File: config.mk
export PLATFORM = sky130hd
export DESIGN_NAME = smb_regport
export DESIGN_NICKNAME = d
export VERILOG_FILES = /design/src/rtl/smb_pkg.sv /design/src/rtl/smb_sync.sv /design/src/rtl/smb_cond.sv /design/src/rtl/smb_engine.sv /design/src/rtl/smb_regport.sv
export SDC_FILE = /design/constraint.sdc
export NUM_CORES = 1
export LEC_CHECK = 0
export ABC_AREA = 1
export ABC_CLOCK_PERIOD_IN_PS = 1440
export BUFFER_PORTS_ARGS = -buffer_cell sky130_fd_sc_hd__buf_2
export CORE_ASPECT_RATIO = 1.25
export CORE_UTILIZATION = 52
export CTS_CLUSTER_SIZE = 16
export DETAILED_ROUTE_END_ITERATION = 7
export GPL_TIMING_DRIVEN = 0
export PLACE_DENSITY = 0.81
export SYNTH_ARGS = -nofsm -noshare
export SYNTH_HDL_FRONTEND = slang
export SYNTH_SLANG_ARGS = --single-unit
File: constraint.sdc
create_clock -name clk -period 1.44 [get_ports clk]
set_input_delay 0.144 -clock clk [delete_from_list [all_inputs] [get_ports clk]]
set_output_delay 0.144 -clock clk [all_outputs]
set_load 0.02 [all_outputs]
File: src/rtl/smb_pkg.sv
package smb_pkg;
  localparam int BYTE_W = 8;
  localparam int CNT_W  = $clog2(BYTE_W + 1);

  typedef enum logic [2:0] {
    ST_IDLE,
    ST_ADDR,
    ST_AACK,
    ST_WR,
    ST_WACK,
    ST_RD,
    ST_RACK
  } eng_st_e;
endpackage

File: src/rtl/smb_sync.sv
module smb_sync #(
  parameter int STAGES = 2,
  parameter int LINES  = 2
) (
  input  logic             clk,
  input  logic             rst_n,
  input  logic [LINES-1:0] line_i,
  output logic [LINES-1:0] line_s,
  output logic [LINES-1:0] line_q
);
  for (genvar g = 0; g < LINES; g++) begin : g_line
    logic [STAGES-1:0] chain;
    always_ff @(posedge clk) begin
      if (!rst_n) begin
        chain     <= '1;
        line_q[g] <= 1'b1;
      end else begin
        chain     <= {chain[STAGES-2:0], line_i[g]};
        line_q[g] <= chain[STAGES-1];
      end
    end
    assign line_s[g] = chain[STAGES-1];
  end
endmodule

File: src/rtl/smb_cond.sv
module smb_cond (
  input  logic scl_s,
  input  logic scl_q,
  input  logic sda_s,
  input  logic sda_q,
  output logic scl_rise,
  output logic scl_fall,
  output logic start_det,
  output logic stop_det
);
  always_comb begin
    scl_rise  = scl_s & ~scl_q;
    scl_fall  = ~scl_s & scl_q;
    start_det = scl_s & scl_q & sda_q & ~sda_s;
    stop_det  = scl_s & scl_q & ~sda_q & sda_s;
  end
endmodule

File: src/rtl/smb_engine.sv
module smb_engine
  import smb_pkg::*;
#(
  parameter logic [6:0] ARA_ADDR = 7'b0001100
) (
  input  logic              clk,
  input  logic              rst_n,
  input  logic              scl_rise,
  input  logic              scl_fall,
  input  logic              sda_s,
  input  logic              start_det,
  input  logic              stop_det,
  input  logic [6:0]        own_addr,
  input  logic              alert_pend,
  input  logic [BYTE_W-1:0] rf_rdata,
  output logic              sda_oe,
  output logic [BYTE_W-1:0] ptr,
  output logic [BYTE_W-1:0] wdata,
  output logic              wvalid,
  output logic              served,
  output logic              busy
);
  eng_st_e           st;
  logic [CNT_W-1:0]  cnt;
  logic [BYTE_W-1:0] sh;
  logic [BYTE_W-1:0] tx;
  logic              rw, ara, first, more, srv_done;
  logic              hit_own, hit_ara;
  logic [BYTE_W-1:0] tx_src;

  assign hit_own = (sh[7:1] == own_addr);
  assign hit_ara = (sh[7:1] == ARA_ADDR) && sh[0] && alert_pend;
  assign tx_src  = ara ? {own_addr, 1'b0} : rf_rdata;
  assign busy    = (st != ST_IDLE);

  always_ff @(posedge clk) begin
    if (!rst_n) begin
      st       <= ST_IDLE;
      cnt      <= '0;
      sh       <= '0;
      tx       <= '0;
      rw       <= 1'b0;
      ara      <= 1'b0;
      first    <= 1'b1;
      more     <= 1'b0;
      srv_done <= 1'b0;
      sda_oe   <= 1'b0;
      ptr      <= '0;
      wdata    <= '0;
      wvalid   <= 1'b0;
      served   <= 1'b0;
    end else begin
      wvalid <= 1'b0;
      served <= 1'b0;
      if (start_det) begin
        st       <= ST_ADDR;
        cnt      <= '0;
        first    <= 1'b1;
        ara      <= 1'b0;
        more     <= 1'b0;
        srv_done <= 1'b0;
        sda_oe   <= 1'b0;
      end else if (stop_det) begin
        st     <= ST_IDLE;
        sda_oe <= 1'b0;
      end else begin
        unique case (st)
          ST_ADDR, ST_WR: begin
            if (scl_rise && cnt != CNT_W'(BYTE_W)) begin
              sh  <= {sh[BYTE_W-2:0], sda_s};
              cnt <= cnt + 1'b1;
            end else if (scl_fall && cnt == CNT_W'(BYTE_W)) begin
              if (st == ST_ADDR) begin
                if (hit_own || hit_ara) begin
                  sda_oe <= 1'b1;
                  rw     <= sh[0];
                  ara    <= hit_ara;
                  st     <= ST_AACK;
                end else begin
                  st <= ST_IDLE;
                end
              end else begin
                if (first) ptr <= sh;
                else begin
                  wdata  <= sh;
                  wvalid <= 1'b1;
                end
                first  <= 1'b0;
                sda_oe <= 1'b1;
                st     <= ST_WACK;
              end
            end
          end
          ST_AACK: begin
            if (scl_fall) begin
              if (rw) begin
                tx     <= tx_src;
                sda_oe <= ~tx_src[BYTE_W-1];
                cnt    <= CNT_W'(1);
                st     <= ST_RD;
              end else begin
                sda_oe <= 1'b0;
                cnt    <= '0;
                st     <= ST_WR;
              end
            end
          end
          ST_WACK: begin
            if (scl_fall) begin
              sda_oe <= 1'b0;
              cnt    <= '0;
              st     <= ST_WR;
            end
          end
          ST_RD: begin
            if (scl_fall) begin
              if (cnt == CNT_W'(BYTE_W)) begin
                sda_oe <= 1'b0;
                more   <= 1'b0;
                st     <= ST_RACK;
              end else begin
                tx     <= {tx[BYTE_W-2:0], 1'b0};
                sda_oe <= ~tx[BYTE_W-2];
                cnt    <= cnt + 1'b1;
              end
            end
          end
          ST_RACK: begin
            if (scl_rise) begin
              if (ara && !srv_done) begin
                served   <= 1'b1;
                srv_done <= 1'b1;
              end
              if (sda_s) st <= ST_IDLE;
              else       more <= 1'b1;
            end else if (scl_fall && more) begin
              tx     <= tx_src;
              sda_oe <= ~tx_src[BYTE_W-1];
              cnt    <= CNT_W'(1);
              st     <= ST_RD;
            end
          end
          default: ;
        endcase
      end
    end
  end
endmodule

File: src/rtl/smb_regport.sv
module smb_regport
  import smb_pkg::*;
#(
  parameter int         SYNC_STAGES = 2,
  parameter logic [4:0] DEV_HI      = 5'b01011,
  parameter logic [6:0] ARA_ADDR    = 7'b0001100
) (
  input  logic              clk,
  input  logic              rst_n,
  input  logic              scl_i,
  input  logic              sda_i,
  output logic              sda_oe,
  input  logic [1:0]        addr_strap,
  output logic [BYTE_W-1:0] rf_addr,
  input  logic [BYTE_W-1:0] rf_rdata,
  output logic [BYTE_W-1:0] rf_wdata,
  output logic              rf_wvalid,
  input  logic              alert_pend,
  output logic              alert_served
);
  logic [1:0] line_s, line_q;
  logic       scl_s, scl_rise, scl_fall, start_det, stop_det, busy;
  logic [1:0] strap_q;

  always_ff @(posedge clk) begin
    if (!rst_n) strap_q <= addr_strap;
  end

  smb_sync #(.STAGES(SYNC_STAGES), .LINES(2)) i_sync (
    .clk(clk), .rst_n(rst_n), .line_i({sda_i, scl_i}),
    .line_s(line_s), .line_q(line_q)
  );

  assign scl_s = line_s[0];

  smb_cond i_cond (
    .scl_s(line_s[0]), .scl_q(line_q[0]), .sda_s(line_s[1]), .sda_q(line_q[1]),
    .scl_rise(scl_rise), .scl_fall(scl_fall),
    .start_det(start_det), .stop_det(stop_det)
  );

  smb_engine #(.ARA_ADDR(ARA_ADDR)) i_eng (
    .clk(clk), .rst_n(rst_n), .scl_rise(scl_rise), .scl_fall(scl_fall),
    .sda_s(line_s[1]), .start_det(start_det), .stop_det(stop_det),
    .own_addr({DEV_HI, strap_q}), .alert_pend(alert_pend), .rf_rdata(rf_rdata),
    .sda_oe(sda_oe), .ptr(rf_addr), .wdata(rf_wdata), .wvalid(rf_wvalid),
    .served(alert_served), .busy(busy)
  );
endmodule

== Yosys cells after proc, flatten, opt, wreduce, memory -nomap -nowiden ==
Cells that the tools add are included.
W data, S select, Z words.

* Output and inout port bits: 19
* Word-level logic and storage cells: 159
* Register bits: 54
* Bits of input ports: 15

* $add $sub $neg: 1
* Bitwise logic cells: 23
* Reduce and logical (&&, ||, !) cells: 30
* Multiplexer cells: 51
* Equality and inequality tests: 34

{| class="wikitable"
|+ Operators with widths
! cell !! number
|-
| $reduce_and A9 Y1 || 5
|-
| $mux W7 || 6
|-
| $mux W3 || 11
|-
| $mux W4 || 7
|-
| $pmux W7 S3 || 1
|-
| $reduce_and A7 Y1 || 3
|-
| $mux W1 || 20
|-
| $ne A4 B3 Y1 const B || 5
|-
| $pmux W4 S5 || 1
|-
| $ne A2 B1 Y1 const B || 9
|-
| $not A1 Y1 || 16
|-
| $pmux W3 S5 || 1
|-
| $reduce_and A6 Y1 || 2
|-
| $eq A3 B3 Y1 const B || 3
|-
| $mux W8 || 1
|-
| $ne A2 B2 Y1 const B || 4
|-
| $ne A4 B4 Y1 const B || 2
|-
| $reduce_and A4 Y1 || 2
|-
| $and A1 B1 Y1 || 7
|-
| $eq A7 B4 Y1 const B || 1
|-
| $eq A7 B6 Y1 || 1
|-
| $reduce_bool A7 Y1 || 1
|-
| $reduce_or A7 Y1 || 1
|-
| $eq A3 B2 Y1 const B || 2
|-
| 20 further kinds || 27
|}

== Depth between registers and ports, before layout ==
* Depth after elaboration: 11
* Mapped depth: 12

== By module ==
From an unflattened synthesis, not the netlist that was laid out.

* Cell total of the unflattened synthesis: 418
* Area total of the unflattened synthesis: 2796.4 um^2

{| class="wikitable"
|+ By module, submodules not included
! module !! times used !! area each (um^2) !! seq. area each (um^2) !! cells an instance
|-
| smb_engine || 1 || 2503.7 || 920.9 || 382
|-
| smb_sync || 1 || 180.2 || 120.1 || 20
|-
| smb_regport || 1 || 71.3 || 60.1 || 5
|-
| smb_cond || 1 || 41.3 || 0.0 || 11
|}

== Least setup slack after synthesis ==
Ideal clock, no wire load.

* Path type: register to register
* Start point: reg i_eng.cnt[0]
* End point: reg i_eng.ptr[0]
* Setup slack: -53 ps
* Arrival time: 1358 ps
* Clock period less this slack: 1493 ps
* Data required time: 1305 ps
* Stages on the path, launching flop included: 10
* Path through: dfxtp_1 -> inv_1 -> ha_1 -> nand3_1 -> nand2_1 -> inv_1 -> nor3_4 -> nand2_2 -> nand2_1 -> a21oi_1

* Word-level cells in the longest chain between the ends: 4
* Elaborated cells between the ends (all ways): 6
* Classes of those cells: eq/ne (2); bitwise (1); reduce/logical (3)

{| class="wikitable"
|+ Ends and longest elaborated chain
! item !! line !! RTL
|-
| start: declaration || smb_engine.sv:24 || <nowiki>logic [CNT_W-1:0] cnt;</nowiki>
|-
| start signal: assignment || smb_engine.sv:71 || <nowiki>cnt <= cnt + 1'b1;</nowiki>
|-
| start signal: assignment || smb_engine.sv:124 || <nowiki>cnt <= cnt + 1'b1;</nowiki>
|-
| $ne A4 B4 Y1 || smb_engine.sv:69 || <nowiki>if (scl_rise && cnt != CNT_W'(BYTE_W)) begin</nowiki>
|-
| $logic_and A1 B1 Y1 || smb_engine.sv:69 ||
|-
| $not A1 Y1 (no line) || -- ||
|-
| $reduce_and A7 Y1 (no line) * || -- ||
|-
| end signal: assignment || smb_engine.sv:83 || <nowiki>if (first) ptr <= sh;</nowiki>
|-
| end: declaration || smb_engine.sv:17 || <nowiki>output logic [BYTE_W-1:0] ptr,</nowiki>
|}

Every way passes the cells marked *; elsewhere a longest branch is shown, timed or not.
A chain may end at the register's enable or synchronous reset.

== Worst setup path in the final report ==
* Start point: reg i_eng.cnt[1]
* End point: reg i_eng.st[0]

* Word-level cells in the longest chain between the ends: 4
* Elaborated cells between the ends (all ways): 8
* Classes of those cells: eq/ne (5); reduce/logical (3)

{| class="wikitable"
|+ Ends and longest elaborated chain
! item !! line !! RTL
|-
| $ne A4 B4 Y1 / $eq A4 B4 Y1 (equally long branches) || smb_engine.sv:69, smb_engine.sv:72, smb_engine.sv:117 ||
|-
| $logic_and A1 B1 Y1 (on tied branches) || smb_engine.sv:69, smb_engine.sv:72 ||
|-
| $ne A4 B4 Y1 (no line) / $ne A4 B3 Y1 (equally long branches) || -- ||
|-
| $reduce_and A9 Y1 (no line) * || -- ||
|-
| end signal: assignment || smb_engine.sv:64 || <nowiki>st <= ST_IDLE;</nowiki>
|-
| end signal: assignment || smb_engine.sv:78 || <nowiki>st <= ST_AACK;</nowiki>
|-
| end signal: assignment || smb_engine.sv:80 || <nowiki>st <= ST_IDLE;</nowiki>
|-
| end: declaration || smb_engine.sv:23 || <nowiki>eng_st_e st;</nowiki>
|}

Marked as above.

==> flow_metrics.tcl <==
set metrics [dict create \
    gpl.final_weighted_congestion 0.900 \
    stdcell_count 535 \
    n_fill_cell 323 \
    dieArea_sq_mm 0.00549 \
    diodes 0 \
    combPwrFrac 0.441 \
    h-tree-depth 2 \
    ys_types 29 \
    synth-seq-area-share 0.408 \
    mostFrequentLayoutCell "nand2_1" \
    regToRegEndpoint "i_eng.st[0]" \
    p_sw_mw 2.00 \
    critPathMaxFanout 4 \
    cts.sinks 54 \
    crit_arrival_ns 1.91 \
    vias_per_cell 5.60 \
    place_inst 489 \
    fin_crit_ns 1.66 \
    p_leak_nw 1.76 \
    ioPinCount 34 \
    peakVddDrop_mv 0.914 \
    grt_pass1_wl_um 11900 \
    grt.total_usage 0.287 \
    cp-start-kind "flip-flop" \
    finalSetupTns_ns -3.81 \
    cp_slowest_stage_delay_ns 0.34 \
    fin_ws_ns -0.224 \
    grt_antenna_before_repair 0 \
    slew_viol_final 0 \
    cts_buffers 5 \
    rsz0062_at_grt "true" \
    postSynthCellCount 397 \
    port-buffer-count 32 \
    pwr_density_cell_mw_per_mm2 1370 \
    cts_tree "yes" \
    critPathTopFamily "simple AND/OR/NAND/NOR gates" \
    drive_gt1_frac 0.396 \
    initial_utilization 0.555 \
    cts-root-buf "clkbuf_8" \
    worst_pin_slew_ns 0.553 \
    period_share 1.16 \
    required_ns 1.69 \
    crit_top_cell "nand2_4" \
    ys_seq_elements 54 \
    hold_depth 2 \
    ant_nets 0 \
    cp_cell_sequence "inv_2, ha_4, nand2_4, nor2_4, nand2_4, buf_4, nand2_4, inv_1, nor2_2, nand2_2, nand3_1, nand2_1, nor2_1" \
    setup_viol 39 \
    r2r-start "i_eng.cnt[1]" \
    holdPathEnd "i_sync.g_line[0].chain[0]" \
    clockBufferDepth 2 \
    die-height_um 82.6 \
    drc 0 \
    status "finished, violations left" \
    rows 28 \
    violations "negative setup slack" \
    wl_per_cell_um 15.9 \
    min_path_type "in -> reg" \
    preCtsSetupSlack_ns -0.272 \
    max_slew_margin 0.631 \
    core_sq_mm 0.00487 \
    fin_nets 491 \
    worstHoldStart "scl_i" \
    drv_cap 0 \
    drt-initial-drc-count 249 \
    num_vias 2997 \
    clk_latency_ns 0.31 \
    r2r_setup_slack_ns -0.22 \
    ys_warn_count 0 \
    cpMaxStageDelayCell "dfxtp_2" \
    p_int_mw 3.30 \
    grt_max_degree 17 \
    syn_nets 414 \
    reg2reg_depth 13 \
    max_freq_ghz 0.601 \
    fin_worst_skew_ns 0.00847 \
    grt_pass1_vias 2701 \
    clk_pin_slew_ns 0.10 \
    grt_overflow 0 \
    critical_path_class "reg -> reg" \
    crit_buf_inv 3 \
    dieWidth_um 66.5 \
    syn_avg_cell_area_sq_um 6.80 \
    seqPwrFrac 0.322 \
    wl_um 8490 \
    syn_to_final_growth_pct 42.8 \
    swShare 0.378 \
    final_cell_mix "nand2_1 (73), nor2_1 (51), dfxtp_1 (44)" \
    dpl.hpwl_um 4680 \
    drt-pass1-iter-count 5 \
    synthesis.area_sq_mm 0.00270 \
    endpoint_kind "flip-flop" \
    clock_power_share 0.237 \
    hold_viol_final 0 \
]
-- sequential cells by signal, summed over array words and instances, names as in the netlist, 2 cells and up --
name / cells
i_eng.st: 3
strap_q: 2
i_eng.sh: 8
i_sync.line_q: 2
i_eng.cnt: 4
i_eng.tx: 7
i_sync.g_line.chain: 4
i_eng.ptr: 8
i_eng.wdata: 8
-- power by group through the flow --
stage	Combinational, mW	Clock, mW	Sequential [mW]
after floorplan	1.07	0	1.72
after global placement	1.33	0	1.72
after detailed placement	1.36	0	1.72
after CTS	1.98	1.26	1.69
after global routing	2.45	1.33	1.72
final	2.34	1.26	1.70
-- Yosys cell counts --
| cell | count | area (sq um) |
|---|---|---|
| nand3_1 | 32 | 160 |
| nand2_4 | 1 | 11.3 |
| nor3_2 | 1 | 10.0 |
| a31oi_1 | 1 | 6.26 |
| o21ai_0 | 29 | 145 |
| ha_1 | 2 | 25.0 |
| buf_2 | 1 | 5.00 |
| buf_6 | 4 | 45.0 |
| inv_1 | 39 | 146 |
| a22oi_1 | 1 | 7.51 |
| inv_2 | 3 | 11.3 |
| nor3_4 | 2 | 32.5 |
| o21ai_1 | 2 | 10.0 |
| nor3_1 | 4 | 20.0 |
| a21oi_2 | 1 | 8.76 |
| nor2_1 | 65 | 244 |
| xnor2_1 | 1 | 8.76 |
| nand3_2 | 2 | 20.0 |
| xor2_1 | 1 | 8.76 |
| or2_2 | 4 | 25.0 |
| edfxtp_1 | 2 | 60.1 |
| nand2_2 | 6 | 37.5 |
| buf_4 | 2 | 15.0 |
| nor2_4 | 3 | 33.8 |
| nand2_1 | 93 | 349 |
| a21oi_1 | 36 | 180 |
| clkbuf_1 | 4 | 15.0 |
| nor2_2 | 3 | 18.8 |
| dfxtp_1 | 52 | 1040 |
-- final cells by class --
type                            count  area, sq um  share of cell area
Sequential cell                    54         1110               0.289
Multi-Input combinational cell    291         1740               0.450
Buffer                             11         91.3              0.0237
Inverter                           42          170              0.0441
Timing Repair Buffer               69          529               0.137
Clock inverter                      2         60.1              0.0156
Tap cell                           60         75.1              0.0195
Clock buffer                        6         82.6              0.0214
-- metal layers --
layer,vias to the layer above,global-route usage,part of all wire
met5,-,0,0
met4,0,0.143,0.045
met3,39,0.0481,0.053
met2,137,0.529,0.53
met1,1403,0.315,0.37
li1,1418,-,-
-- logic make-up after synthesis --
family	synth area share
xor gates and xnor gates	0.00649
AOI/OAI and AO/OA	0.132
adders and majority gates	0.00926
and+or+nand+nor	0.356
DFF	0.408
buffers and inverters	0.0880
-- stage by stage --
stage	hold slack, ns	power, mW	util	instance area, sq um
3_3_place_gp	0.323	3.05	0.606	2950
5_1_grt	0.0174	5.50	0.792	3860
2_1_floorplan	0.243	2.79	-	2720
3_5_place_dp	0.323	3.08	0.606	2950
4_1_cts	0.000420	4.93	0.745	3630
6_report	0.0117	5.30	0.792	3860
-- how the worst max path moves through the flow --
stage,startpoint,to,slack [ns],cells past startpoint
final,i_eng.cnt[1],i_eng.st[0],-0.22,13
after global routing,i_eng.cnt[1],i_eng.st[0],-0.30,13
after CTS,i_eng.cnt[0],i_eng.ptr[3],-0.14,11
after detailed placement,i_eng.cnt[0],i_eng.ptr[5],-0.27,11
after global placement,i_eng.cnt[0],i_eng.ptr[6],-0.24,11
after floorplan,i_eng.cnt[0],i_eng.ptr[1],-0.02,11
-- what timing repair did --
item,CTS,global route
resized for setup,82,48
gates cloned,3,0
endpoints found under the setup margin,39,44
endpoints found under the hold margin,1,1
buffers inserted,28,6
hold buffers,1,1
pin swaps,40,16
No activity file was read; power rests on OpenSTA's default activity.
